[src/rtl/pbb_pkg.sv]
package pbb_pkg;
  typedef enum logic [1:0] {
    RGN_EXT  = 2'd0,
    RGN_FIX  = 2'd1,
    RGN_PROG = 2'd2
  } rgn_e;
endpackage

[src/rtl/pbb_rst_sync.sv]
module pbb_rst_sync (
  input  logic clk,
  input  logic rst_n,
  output logic rst_sync_n
);
  logic [1:0] sync_q;

  always_ff @(posedge clk or negedge rst_n) begin
    if (!rst_n) sync_q <= 2'b00;
    else        sync_q <= {sync_q[0], 1'b1};
  end

  assign rst_sync_n = sync_q[1];
endmodule

[src/rtl/pbb_region_dec.sv]
module pbb_region_dec
  import pbb_pkg::*;
#(
  parameter int          AW        = 16,
  parameter logic [15:0] FIX_BASE  = 16'hF000,
  parameter int          FIX_BITS  = 12,
  parameter int          PROG_BITS = 12
) (
  input  logic [AW-1:0] addr,
  input  logic [AW-1:0] prog_base,
  output rgn_e          rgn
);
  logic hit_fix;
  logic hit_prog;

  assign hit_fix  = (addr[AW-1:FIX_BITS]  == FIX_BASE[AW-1:FIX_BITS]);
  assign hit_prog = (addr[AW-1:PROG_BITS] == prog_base[AW-1:PROG_BITS]);

  // fixed window wins on overlap
  always_comb begin
    if (hit_fix)       rgn = RGN_FIX;
    else if (hit_prog) rgn = RGN_PROG;
    else               rgn = RGN_EXT;
  end
endmodule

[src/rtl/pbb_wait_cnt.sv]
module pbb_wait_cnt #(
  parameter int WW = 3,
  parameter int LW = 3
) (
  input  logic          clk,
  input  logic          rst_n,
  input  logic          active,
  input  logic [WW-1:0] wait_cfg,
  input  logic [LW-1:0] lat,
  output logic          done
);
  localparam int CW = $clog2((1 << WW) + (1 << LW) - 1);

  logic [CW-1:0] cnt_q, cnt_d, limit;

  assign limit = CW'(wait_cfg) + CW'(lat);
  assign done  = active && (cnt_q == limit);

  always_comb begin
    if (!active || done) cnt_d = '0;
    else                 cnt_d = cnt_q + 1'b1;
  end

  always_ff @(posedge clk or negedge rst_n) begin
    if (!rst_n) cnt_q <= '0;
    else        cnt_q <= cnt_d;
  end

  // counter never passes the programmed length
  a_r3_cnt_bound: assert property (@(posedge clk) disable iff (!rst_n)
    active |-> (cnt_q <= limit));
  // a running transfer restarts its count only after completion
  a_r3_cnt_restart: assert property (@(posedge clk) disable iff (!rst_n)
    (active && !done) |=> (cnt_q != '0));
endmodule

[src/rtl/pbb_xfer_ctrl.sv]
module pbb_xfer_ctrl
  import pbb_pkg::*;
#(
  parameter int AW = 16,
  parameter int DW = 32
) (
  input  logic          clk,
  input  logic          rst_n,
  input  logic          req,
  input  logic          we,
  input  logic [AW-1:0] addr,
  input  logic [DW-1:0] wdata,
  input  rgn_e          rgn,
  input  logic          xfer_done,
  output logic          stall,
  output logic          active,
  output logic          xwe,
  output logic [AW-1:0] xaddr,
  output logic [DW-1:0] xdata
);
  logic          act_q, act_d;
  logic          post_q;
  logic          we_q;
  logic [AW-1:0] addr_q;
  logic [DW-1:0] data_q;
  logic          periph, posts, start, own_done;

  assign periph   = req && (rgn != RGN_EXT);
  assign posts    = (rgn == RGN_PROG) && we;
  assign start    = periph && !act_q;
  assign own_done = act_q && !post_q && xfer_done;

  // blocking requests wait for their own completion; a posted write waits
  // only for a busy bus
  always_comb begin
    if (!periph)    stall = 1'b0;
    else if (act_q) stall = !own_done;
    else            stall = !posts;
  end

  always_comb begin
    if (act_q) act_d = !xfer_done;
    else       act_d = start;
  end

  always_ff @(posedge clk or negedge rst_n) begin
    if (!rst_n) act_q <= 1'b0;
    else        act_q <= act_d;
  end

  // transfer register, doubling as the single posted-write slot
  always_ff @(posedge clk or negedge rst_n) begin
    if (!rst_n) begin
      post_q <= 1'b0;
      we_q   <= 1'b0;
      addr_q <= '0;
      data_q <= '0;
    end else if (start) begin
      post_q <= posts;
      we_q   <= we;
      addr_q <= addr;
      data_q <= wdata;
    end
  end

  assign active = act_q;
  assign xwe    = we_q;
  assign xaddr  = addr_q;
  assign xdata  = data_q;

  // held contents until acknowledge
  a_r9_post_hold: assert property (@(posedge clk) disable iff (!rst_n)
    (act_q && !xfer_done) |=> ($stable(addr_q) && $stable(data_q) && $stable(we_q)));
  // a blocking request is only released by its own acknowledge
  a_r5_release_on_ack: assert property (@(posedge clk) disable iff (!rst_n)
    (periph && !posts && !stall) |-> (xfer_done && act_q && !post_q));
  // bus is free the cycle after a drained posted write
  a_r7_drain_frees: assert property (@(posedge clk) disable iff (!rst_n)
    (stall && post_q && xfer_done) |=> !act_q);
  // an unstalled posted write starts a transfer next cycle
  a_r6_post_starts: assert property (@(posedge clk) disable iff (!rst_n)
    (periph && posts && !stall) |=> act_q);
endmodule

[src/rtl/pbb_top.sv]
module pbb_top
  import pbb_pkg::*;
#(
  parameter int          AW        = 16,
  parameter int          DW        = 32,
  parameter int          WW        = 3,
  parameter int          LW        = 3,
  parameter logic [15:0] FIX_BASE  = 16'hF000,
  parameter int          FIX_BITS  = 12,
  parameter int          PROG_BITS = 12
) (
  input  logic          clk,
  input  logic          rst_n,
  input  logic [WW-1:0] cfg_wait,
  input  logic [AW-1:0] cfg_prog_base,
  input  logic          cpu_req,
  input  logic          cpu_we,
  input  logic [AW-1:0] cpu_addr,
  input  logic [DW-1:0] cpu_wdata,
  output logic          cpu_stall,
  output logic [DW-1:0] cpu_rdata,
  output logic          pb_sel,
  output logic          pb_we,
  output logic [AW-1:0] pb_addr,
  output logic [DW-1:0] pb_wdata,
  input  logic [DW-1:0] pb_rdata,
  input  logic [LW-1:0] pb_lat,
  output logic          pb_ack,
  output logic          ext_req,
  output logic          ext_we,
  output logic [AW-1:0] ext_addr,
  output logic [DW-1:0] ext_wdata,
  input  logic [DW-1:0] ext_rdata
);
  logic rst_sync_n;
  rgn_e rgn;
  logic xfer_done;
  logic active;

  pbb_rst_sync u_rst (
    .clk        (clk),
    .rst_n      (rst_n),
    .rst_sync_n (rst_sync_n)
  );

  pbb_region_dec #(
    .AW(AW), .FIX_BASE(FIX_BASE), .FIX_BITS(FIX_BITS), .PROG_BITS(PROG_BITS)
  ) u_dec (
    .addr      (cpu_addr),
    .prog_base (cfg_prog_base),
    .rgn       (rgn)
  );

  pbb_wait_cnt #(.WW(WW), .LW(LW)) u_cnt (
    .clk      (clk),
    .rst_n    (rst_sync_n),
    .active   (active),
    .wait_cfg (cfg_wait),
    .lat      (pb_lat),
    .done     (xfer_done)
  );

  pbb_xfer_ctrl #(.AW(AW), .DW(DW)) u_ctrl (
    .clk       (clk),
    .rst_n     (rst_sync_n),
    .req       (cpu_req),
    .we        (cpu_we),
    .addr      (cpu_addr),
    .wdata     (cpu_wdata),
    .rgn       (rgn),
    .xfer_done (xfer_done),
    .stall     (cpu_stall),
    .active    (active),
    .xwe       (pb_we),
    .xaddr     (pb_addr),
    .xdata     (pb_wdata)
  );

  assign pb_sel    = active;
  assign pb_ack    = xfer_done;
  assign ext_req   = cpu_req && (rgn == RGN_EXT);
  assign ext_we    = cpu_we;
  assign ext_addr  = cpu_addr;
  assign ext_wdata = cpu_wdata;
  assign cpu_rdata = (rgn == RGN_EXT) ? ext_rdata : pb_rdata;

  // select is held until acknowledge
  a_r3_sel_hold: assert property (@(posedge clk) disable iff (!rst_sync_n)
    (pb_sel && !pb_ack) |=> pb_sel);
  // acknowledge only inside a transfer
  a_r3_ack_in_sel: assert property (@(posedge clk) disable iff (!rst_sync_n)
    pb_ack |-> pb_sel);
  // external requests are never stalled
  a_r2_ext_no_stall: assert property (@(posedge clk) disable iff (!rst_sync_n)
    ext_req |-> !cpu_stall);
  // no transfer right after reset release
  a_r10_idle_after_reset: assert property (@(posedge clk)
    !rst_sync_n |=> !pb_sel);
endmodule

[config.mk]
export PLATFORM = sky130hd
export DESIGN_NAME = pbb_top
export DESIGN_NICKNAME = d
export VERILOG_FILES = /design/src/rtl/pbb_pkg.sv /design/src/rtl/pbb_rst_sync.sv /design/src/rtl/pbb_region_dec.sv /design/src/rtl/pbb_wait_cnt.sv /design/src/rtl/pbb_xfer_ctrl.sv /design/src/rtl/pbb_top.sv
export SDC_FILE = /design/constraint.sdc
export NUM_CORES = 1
export LEC_CHECK = 0
export ABC_AREA = 1
export BUFFER_PORTS_ARGS = -buffer_cell sky130_fd_sc_hd__buf_2
export CORE_ASPECT_RATIO = 1.2
export CORE_MARGIN = 2
export CORE_UTILIZATION = 30
export DETAILED_ROUTE_END_ITERATION = 12
export PLACE_DENSITY = 0.63
export SYNTH_ARGS = -nofsm -noshare
export SYNTH_HDL_FRONTEND = slang
export SYNTH_SLANG_ARGS = --single-unit
[constraint.sdc]
create_clock -name clk -period 3.21 [get_ports clk]
set_clock_uncertainty 0.15 [all_clocks]
set_input_delay 0.321 -clock clk [delete_from_list [all_inputs] [get_ports clk]]
set_output_delay 0.321 -clock clk [all_outputs]
set_load 0.005 [all_outputs]
# Word level (Yosys, flattened, before mapping)
# Cells that the tools add are included.
# word_totals
out_inout_bits	134
elab_cells	35
input_bits	138
ff_bits	57
# op_classes
mux	7
n_eq_ne	4
n_reduce_logical	15
add_sub_neg	2
# ops
op	n
2-to-1 mux 32 bit	1
== test 4 bit	2
logical AND 1 bit	7
zero test 1 bit	5
adder 3 x 3 -> 4 bit	1
adder 4 x 1 -> 4 bit (second input constant)	1
== test 4 bit (second input constant)	1
2-to-1 mux 2 bit	2
2-to-1 mux 4 bit	1
2-to-1 mux 1 bit	3
== test 2 bit (second input constant)	1
zero test 2 bit	1
nonzero test 2 bit	1
logical OR 1 bit	1

# Longest topological paths before layout
# Gate-level depths: netlist of the first run.
# logic_depth
word_depth	8
depth_mapped	13
ltp_nobuf	13

# Modules after synthesis
# Synthesis of the first run repeated with hierarchy kept, for this count alone.
# hier_totals
hier_cells	468
hier_area_um2	3603.5
# modules_own_cells
module	seq_area_each_um2	area_each_um2	cells_per_inst	n_inst
pbb_xfer_ctrl	1276.2	2163.3	239	1
pbb_top	0.0	937.1	156	1
pbb_wait_cnt	100.1	344.1	46	1
pbb_region_dec	0.0	105.1	24	1
pbb_rst_sync	50.0	53.8	3	1

# Worst setup path before layout of the first run
# OpenSTA, ideal clock, no wires.
# synth_path
kind	input to output
from	input port cfg_wait[0]
to	output port cpu_stall
arrival_time_ns	1.522
cell_stages	10
path_slack_ns	1.217
path_buffers	0
required_time_ns	2.739
cell_sequence	ha_1 > inv_1 > fa_1 > xnor2_1 > nor2_1 > nand2_1 > nor2_1 > nand3_1 > nand2_1 > inv_1
# synth_via
elab_chain_cells	7
# synth_lines
element	line	rtl
start, declared	pbb_top.sv:14	input logic [WW-1:0] cfg_wait,
adder 3 x 3 -> 4 bit	pbb_wait_cnt.sv:16	assign limit = CW'(wait_cfg) + CW'(lat);
== test 4 bit	pbb_wait_cnt.sv:17	assign done = active && (cnt_q == limit);
logical AND 1 bit	pbb_wait_cnt.sv:17	
logical AND 1 bit	pbb_xfer_ctrl.sv:31	assign own_done = act_q && !post_q && xfer_done;
zero test 1 bit	pbb_xfer_ctrl.sv:37	else if (act_q) stall = !own_done;
2-to-1 mux 1 bit	pbb_xfer_ctrl.sv:37	
2-to-1 mux 1 bit	pbb_xfer_ctrl.sv:36	if (!periph) stall = 1'b0;
end, declared	pbb_top.sv:20	output logic cpu_stall,
# Every way passes these cells.

# Worst setup path after layout of the first run
# Same ends and word-level chain as after synthesis.

==> impl_metrics.tcl, run 1 <==
set metrics [dict create \
    antenna_found_initial 3 \
    fp.dieArea_um2 12500 \
    final_cells 835 \
    fin_crit_sh 0.737 \
    hp-class "in2reg" \
    clkPwrFrac 0.292 \
    setup_violations 0 \
    drv_cap 0 \
    core-area_um2 11400 \
    drt_first_iter_violations 131 \
    cp-start-kind "input port" \
    final_common_cell "buf_2" \
    drc_errors 0 \
    power_mw 3.30 \
    cp.arrival_ps 1900 \
    combPwrFrac 0.335 \
    clk_pin_slew_ps 50 \
    insertion_delay_ps 320 \
    setup_ws_ps 844 \
    wl_per_cell_um 13.9 \
    final_cell_mix "buf_2, nand2_1, dfrtp_1, nand4_1, nand3_1" \
    min_period_ps 2370 \
    num-fill-cells 1243 \
    max_freq_mhz 423 \
    p_sw_frac 0.332 \
    dp_cells 815 \
    cts_sinks 57 \
    viasPerCell 4.50 \
    drive_gt1_frac 0.428 \
    start_util 0.305 \
    globalplace.congestion 0.770 \
    hold_violations 0 \
    net-switching-power_mw 1.09 \
    synth_nets 611 \
    io_pins 272 \
    grt_pass1_vias 3320 \
    area_delta_synth_final_pct 39.0 \
    path_class "in2out" \
    max-vdd-ir-drop_mv 0.220 \
    cts_tree "done" \
    pre_cts_ws_ps 638 \
    die_w_um 102 \
    intPower_mw 2.20 \
    ys_warn_count 0 \
    final_max_slew_viol_count 0 \
    seqPwrFrac 0.372 \
    crit_required_ps 2740 \
    worstRegToRegCells 5 \
    htree_levels 3 \
    power_density_nw_per_um2 682 \
    synth_cells 468 \
    tightest_slew_ps 897 \
    grt_pass1_wl_um 16800 \
    outcome "complete, no violations" \
    ys_types 21 \
    setup-tns-final_ps 0 \
    ff2ff_setup_slack_ps 1250 \
    syn-cell-area_um2 3470 \
    clockBufferDepth 2 \
    ys_seq_area_frac 0.411 \
    p_leak_nw 2.94 \
    clock-root-buffer "clkbuf_16" \
    min_path_cells 3 \
    portBuffers 259 \
    rows 43 \
    synth.avg_cell_area_um2 7.42 \
    r2r-start "u_ctrl.active$_DFF_PN0_" \
    r2r_end "u_ctrl.xaddr[5]$_DFFE_PN0P_" \
    nets 813 \
    grt.total_usage 0.180 \
    routed-via-count 3761 \
    grt_max_degree 42 \
    min_from "cpu_addr[11]" \
    cts_inserted_buffers 9 \
    slew_headroom 0.402 \
    chipHeight_um 122 \
    rsz0062_at_grt "no" \
    first_pass_iters 4 \
    ys_ff_latch 57 \
    hold_end "u_ctrl.xaddr[11]$_DFFE_PN0P_" \
    post_cts_buffers 0 \
    hpwl_um 9130 \
    overflow 0 \
    end_kind "output pin" \
    wirelength_um 11600 \
    path_max_fanout 3 \
    antenna_left 0 \
]
cell usage after synthesis, drive strengths merged:
master | count | share of area
nand2 | 195 | 0.21
buf | 63 | 0.14
dfrtp | 57 | 0.41
nand4 | 50 | 0.090
nand3 | 39 | 0.058
inv | 22 | 0.024
clkbuf | 17 | 0.018
nor2 | 13 | 0.014
ha | 4 | 0.014
xnor2 | 2 | 0.0050
a21oi | 1 | 0.0014
conb | 1 | 0.0011
fa | 1 | 0.0058
nand3b | 1 | 0.0022
or2 | 1 | 0.0018
xor2 | 1 | 0.0025
flip-flops by register name, summed over array words and instances, names as in the netlist:
| register | cells |
|---|---|
| u_rst.sync_q | 2 |
| u_cnt.cnt_q | 4 |
| u_ctrl.active | 1 |
| u_ctrl.xwe | 1 |
| u_ctrl.xdata | 32 |
| u_ctrl.post_q | 1 |
| u_ctrl.xaddr | 16 |
stage by stage:
stage | area, um^2 | utilization | hold slack, ps
6_report | 4830 | 0.423 | 112
2_1_floorplan | 3470 | - | -125
3_3_place_gp | 4500 | 0.395 | -43.2
3_5_place_dp | 4500 | 0.395 | -37.2
5_1_grt | 4820 | 0.423 | 107
4_1_cts | 4820 | 0.423 | 99.4
worst max-delay path, stage by stage:
cell and delay (ps):
buf_2 100, ha_1 220, inv_1 80, fa_1 430
xnor2_1 140, nor2_1 80, nand2_1 50, nor2_1 160
nand3_1 90, nand2_1 60, inv_1 30, buf_2 120
worst max-delay path by stage:
stage                 startpoint                            to  slack (ps)
floorplan            cfg_wait[0]                     cpu_stall        1220
global placement    cpu_addr[15]  u_ctrl.xdata[24]$_DFFE_PN0P_         700
detailed placement  cpu_addr[15]   u_ctrl.xaddr[6]$_DFFE_PN0P_         640
CTS                  cfg_wait[0]                     cpu_stall         840
global route         cfg_wait[0]                        pb_ack         670
finish               cfg_wait[0]                     cpu_stall         840
power groups by stage:
stage	registers [mW]	logic (mW)	clock network [mW]
floorplan	1.26	0.540	0
global placement	1.22	1.11	0
detailed placement	1.24	1.12	0
CTS	1.23	1.12	0.990
finish	1.23	1.10	0.964
global route	1.26	1.26	1.03
repair_timing:
item / 4_1_cts / 5_1_grt
hold endpoints to repair: 2 / 0
gates resized for setup: 0 / 0
hold buffers: 1 / 0
cells by family (layout without fill, tap and decap cells):
group                    count (synthesis)  after routing  synth area share
other                                    1              4           0.00108
adder cells (fa/ha/maj)                  5              5            0.0202
AND/OR/NAND/NOR                        299            299             0.378
AO/OA/AOI/OAI                            1              1           0.00144
buffers and inverters                  102            309             0.181
XOR/XNOR                                 3              3           0.00756
flip-flops                              57             57             0.411
routing by layer:
layer	vias to the layer above	part of all wire	global-route usage
met5	-	0.0010	0
met4	2	0.013	0.0575
met3	11	0.076	0.0516
met2	175	0.48	0.296
met1	1700	0.43	0.228
li1	1873	-	-
area by class of cell:
type	instances	area, um^2	area share
repair buffers	271	1390	0.288
multi-input cells	309	1420	0.294
flip-flops and latches	57	1430	0.296
well taps	157	196	0.0407
diodes	3	7.51	0.00155
clock inverters	2	35.0	0.00725
clock buffers	14	274	0.0567
inverters	22	82.6	0.0171
(Power assumes the default switching activity.)
==> run 2, diff against run 1 <==
PLACE_DENSITY = 0.65   (was 0.63)
clock period = 1.96 ns   (was 3.21 ns; I/O delays follow)
==> run 2 against run 1 <==
Net effect: the run now ends with setup timing left; critical path type unchanged; critical path depth unchanged; sequential power increased by 61%; hold slack got worse by 110 ps; via count increased by 2.7%; largest power group unchanged; non-clock buffer count increased by 41; critical endpoint unchanged.
==> impl_metrics.tcl, run 2 (synthesized netlist as in run 1, its figures left out) <==
set metrics [dict create \
    cp.arrival_ps 1660 \
    highest_layer "met4" \
    io_pins 272 \
    die_w_um 102 \
    globalplace.congestion 0.813 \
    cts_sinks 57 \
    clockBufferDepth 2 \
    cts_inserted_buffers 9 \
    violations "setup timing" \
    rsz0062_at_grt "yes" \
    p_leak_nw 3.12 \
    area_delta_synth_final_pct 51.5 \
    dp_cells 822 \
    antenna_found_initial 0 \
    routed-via-count 3861 \
    core-area_um2 11400 \
    portBuffers 259 \
    design_area_um2 5260 \
    placed_area_um2 4610 \
    final_cell_mix "buf_2, nand2_1, dfrtp_1, nand4_1, nand3_1" \
    multi_input_area_um2 1430 \
    hp-class "in2reg" \
    setup_violations 2 \
    max_freq_mhz 499 \
    path_max_fanout 2 \
    grt_pass1_wl_um 17400 \
    outcome "finished, violations left" \
    drive_gt1_frac 0.422 \
    final_max_slew_viol_count 0 \
    routedLengthMet1_um 4730 \
    met2_length_um 5850 \
    routed-wl-met3_um 700 \
    grt.total_usage 0.180 \
    cts_tree "done" \
    crit_required_ps 1610 \
    ff_latch_area_um2 1430 \
    setup_ws_ps -43.0 \
    grt_max_degree 38 \
    viasPerCell 4.42 \
    drv_cap 0 \
    fp.dieArea_um2 12500 \
    end_kind "output pin" \
    final_common_cell "buf_2" \
    drc_errors 0 \
    clk_pin_slew_ps 50 \
    wl_per_cell_um 13.2 \
    num-fill-cells 1213 \
    wirelength_um 11500 \
    rows 43 \
    insertion_delay_ps 320 \
    path_class "in2out" \
    antenna_left 0 \
    pre_cts_ws_ps -130 \
    final_cells 873 \
    nets 854 \
    min_period_ps 2000 \
    htree_levels 3 \
    fin_crit_sh 1.02 \
    hpwl_um 8470 \
    chipHeight_um 122 \
    drt_first_iter_violations 138 \
    hold_violations 0 \
    max-vdd-ir-drop_mv 0.366 \
    power_density_nw_per_um2 1020 \
    overflow 0 \
    start_util 0.305 \
    largest_reg_flops 32 \
    grt_pass1_vias 3636 \
    clock-root-buffer "clkbuf_16" \
    antenna_cells 0 \
    cp-start-kind "input port" \
    first_pass_iters 4 \
]
run 2: cell count changes in the layout (fill, tap and decap cells not counted), sizes merged:
| cell | previous run | this run |
|---|---|---|
| buf | 270 | 278 |
| bufinv | 1 | 0 |
| clkinv | 1 | 3 |
| clkbuf | 14 | 11 |
| clkinvlp | 0 | 2 |
| diode | 3 | 0 |
| dlygate4sd3 | 1 | 34 |
run 2: path summary, 6_finish.rpt:
check                                           from                            to  slack [ps]  cells after the start
hold / removal                          cpu_wdata[6]   u_ctrl.xdata[6]$_DFFE_PN0P_           2                      3
setup / recovery                           pb_lat[0]                     cpu_stall         -40                     12
setup reg to reg            u_cnt.cnt_q[0]$_DFF_PN0_       u_ctrl.active$_DFF_PN0_         390                     10
min in group asynchronous                      rst_n     u_rst.sync_q[0]$_DFF_PN0_          60                      2
max in group asynchronous  u_rst.sync_q[1]$_DFF_PN0_   u_ctrl.xaddr[7]$_DFFE_PN0P_        1040                      1
hold reg to reg            u_rst.sync_q[1]$_DFF_PN0_  u_ctrl.xaddr[11]$_DFFE_PN0P_          60                      0
run 2: per-stage QoR:
step           hold WS (ps)  utilization  TNS (ps)  total power, mW
4_1_cts               0.362        0.461     -98.2             5.44
2_1_floorplan          -250            -         0             2.95
5_1_grt                6.45        0.461      -253             5.81
6_report               1.66        0.461     -58.7             5.38
3_3_place_gp           -168        0.404      -286             3.88
3_5_place_dp           -168        0.404      -438             3.92
run 2: layout make-up:
cell class,count,share of cell area
Clock inverter,5,0.00570
Multi-Input combinational cell,309,0.272
Tap cell,157,0.0373
Timing Repair Buffer,312,0.350
Inverter,22,0.0157
Sequential cell,57,0.271
Clock buffer,11,0.0480
run 2: timing repair:
item / 4_1_cts / 5_1_grt
setup endpoints to repair: 2 / 2
gates resized for setup: 6 / 0
pin swaps: 7 / 5
endpoints found under the hold margin: 35 / 0
buffers inserted: 1 / 0
hold buffers: 34 / 0
run 2: critical path, stage by stage:
cell     delay (ps)
buf_6           100
ha_4            150
inv_2            40
fa_1            420
xnor2_1         140
nor2_1           80
nand2_1          80
nor2_2          140
nand3_1          80
nand2_1          70
inv_1            40
buf_2           120
run 2: routing by layer:
layer / vias to the layer above / GRT usage
met5: - / 0
met4: 0 / 0.0675
met3: 18 / 0.0327
met2: 174 / 0.318
met1: 1713 / 0.216
li1: 1956 / -
run 2: power by group:
part           switching (mW)  internal, mW
sequential              0.275          1.71
clock                   0.517         0.914
combinational            1.05         0.914
==> run 3, diff against run 2 <==
==> constraint.sdc (replaced) <==
create_clock -name clk -period 1.96 [get_ports clk]
set_clock_uncertainty 0.15 [all_clocks]
set_input_delay 0.392 -clock clk [delete_from_list [all_inputs] [get_ports clk]]
set_output_delay 0.392 -clock clk [all_outputs]
set_load 0.005 [all_outputs]
==> run 3 against run 2 <==
Net effect: maximum frequency decreased by 16%; critical path type unchanged; power increased by 1.5%; via count increased by 1.8%; first-iteration DRC count increased by 26%; sequential share of layout area decreased by 1.5 points; critical endpoint unchanged; routed wire length decreased by 0.22%; global-route usage decreased by 1.0 points; utilization increased by 2.7 points; largest cell class unchanged; die area unchanged; sequential power about the same; the run still ends with setup timing left.
==> impl_metrics.tcl, run 3 (synthesized netlist as in run 1, its figures left out) <==
set metrics [dict create \
    outcome "finished, violations left" \
    violations "setup timing" \
    insertion_delay_ps 320 \
    clock-root-buffer "clkbuf_16" \
    r2r-start "u_ctrl.active$_DFF_PN0_" \
    antenna_found_initial 0 \
    start_util 0.305 \
    path_max_fanout 2 \
    ff2ff_setup_slack_ps 290 \
    die_w_um 102 \
    fp.dieArea_um2 12500 \
    max_stage_delay_ps 420 \
    final_cells 861 \
    max_freq_mhz 420 \
    path_class "in2out" \
    hp-class "reg2async" \
    largest_reg_flops 32 \
    grt_max_degree 52 \
    cp.buffers_inverters 4 \
    cts_tree "done" \
    drv_cap 0 \
    rsz0062_at_grt "yes" \
    final_max_slew_viol_count 0 \
    viasPerCell 4.57 \
    drc_errors 0 \
    path_cells "buf_6, ha_4, inv_2, fa_1, xnor2_1, nor2_1, nand2_1, nor2_2, nand3_1, nand2_1, inv_1, buf_2" \
    final_common_cell "buf_2" \
    combPwrFrac 0.378 \
    chipHeight_um 122 \
    rows 43 \
    end_kind "output pin" \
    wl_per_cell_um 13.4 \
    hpwl_um 8120 \
    fin_crit_sh 1.22 \
    cpMaxStageDelayCell "fa_1" \
    routed-via-count 3931 \
    portBuffers 259 \
    cts_inserted_buffers 9 \
    nets 842 \
    drive_gt1_frac 0.531 \
    grt_pass1_wl_um 16400 \
    min_period_ps 2380 \
    intPower_mw 3.60 \
    cts_sinks 57 \
    antenna_cells 0 \
    p_sw_frac 0.342 \
    clk_pin_slew_ps 50 \
    setup_violations 19 \
    num-fill-cells 1150 \
    core-area_um2 11400 \
    clkPwrFrac 0.259 \
    first_pass_iters 4 \
    drt_first_iter_violations 174 \
    dp_cells 830 \
    crit_family "adder cells" \
    wirelength_um 11500 \
    overflow 0 \
    globalplace.congestion 0.737 \
    hold_violations 0 \
    clockBufferDepth 2 \
    grt.total_usage 0.170 \
    cp-start-kind "input port" \
    htree_levels 3 \
    setup_ws_ps -424 \
    post-route-util 0.488 \
    grt_pass1_vias 3498 \
    io_pins 272 \
    critPathMostFrequentCell "nand2_1" \
    crit_required_ps 1420 \
    r2r_end "u_ctrl.xdata[5]$_DFFE_PN0P_" \
    max-vdd-ir-drop_mv 0.372 \
    hold_ws_ps 45.0 \
    power_density_nw_per_um2 981 \
    seqPwrFrac 0.363 \
    antenna_left 0 \
    final_cell_mix "buf_2, nand2_1, dfrtp_1, nand4_1, nand3_2" \
    worstRegToRegCells 6 \
    area_delta_synth_final_pct 60.3 \
    net-switching-power_mw 1.87 \
    cp.arrival_ps 1840 \
    p_leak_nw 3.32 \
]
-- run 3: cell types whose count changed in the layout (fill, tap and decap cells not counted), sizes merged --
cell | before | now
buf | 278 | 294
clkbuf | 11 | 18
clkinvlp | 2 | 0
dlygate4sd3 | 34 | 1
-- run 3: layout make-up --
type | instances | area [um^2] | share of cell area
clock buffer | 13 | 260 | 0.0467
clock inverter | 3 | 15.0 | 0.00270
inverter | 22 | 82.6 | 0.0148
multi-input combinational | 309 | 1680 | 0.302
sequential | 57 | 1430 | 0.256
tap | 157 | 196 | 0.0353
timing repair buffer | 300 | 1910 | 0.343
-- run 3: through the flow --
step / setup TNS (ps) / setup slack (ps) / power, mW / instance area [um^2]
3_5_place_dp: -5050 / -522 / 3.91 / 4680
3_3_place_gp: -7070 / -500 / 3.89 / 4680
5_1_grt: -2880 / -489 / 5.89 / 5570
4_1_cts: -800 / -408 / 5.39 / 5040
6_report: -1140 / -424 / 5.47 / 5570
2_1_floorplan: -282 / -147 / 2.95 / 3490
-- run 3: power by group through the flow --
stage | logic, mW | clock network (mW) | registers [mW]
floorplan | 0.887 | 0 | 2.06
global placement | 1.91 | 0 | 1.98
detailed placement | 1.92 | 0 | 2.00
CTS | 1.96 | 1.45 | 1.98
global route | 2.33 | 1.50 | 2.05
finish | 2.07 | 1.41 | 1.98
-- run 3: worst max path at each step --
stage               cells past startpoint  slack (ps)   endpoint        start
floorplan                              10        -150  cpu_stall  cfg_wait[0]
global route                           12        -490  cpu_stall    pb_lat[0]
finish                                 12        -420  cpu_stall    pb_lat[0]
detailed placement                     12        -520  cpu_stall  cfg_wait[0]
global placement                       12        -500  cpu_stall  cfg_wait[0]
CTS                                    12        -410  cpu_stall    pb_lat[0]
-- run 3: metal layers --
layer / part of all wire / wire [um] / vias to the layer above / global-route usage
met5: 0 / 0 / - / 0
met3: 0.058 / 672 / 21 / 0.0287
met1: 0.39 / 4530 / 1812 / 0.196
met4: 0.024 / 273 / 0 / 0.0758
met2: 0.52 / 6030 / 173 / 0.305
li1: - / - / 1925 / -
-- run 3: repair_timing --
item | 4_1_cts | 5_1_grt
hold buffers | 1 | 0
endpoints found under the setup margin | 29 | 39
cloned | 1 | 6
pin swaps | 10 | 25
setup buffers | 1 | 6
hold endpoints to repair | 2 | 0
gates resized for setup | 13 | 83
-- run 3: worst register-to-register path, stage by stage, from the launching register on --
cell and delay (ps):
dfrtp_1 420, inv_2 100, buf_4 350, nand3_2 160
buf_12 220, nand2_1 100, nand2_1 50
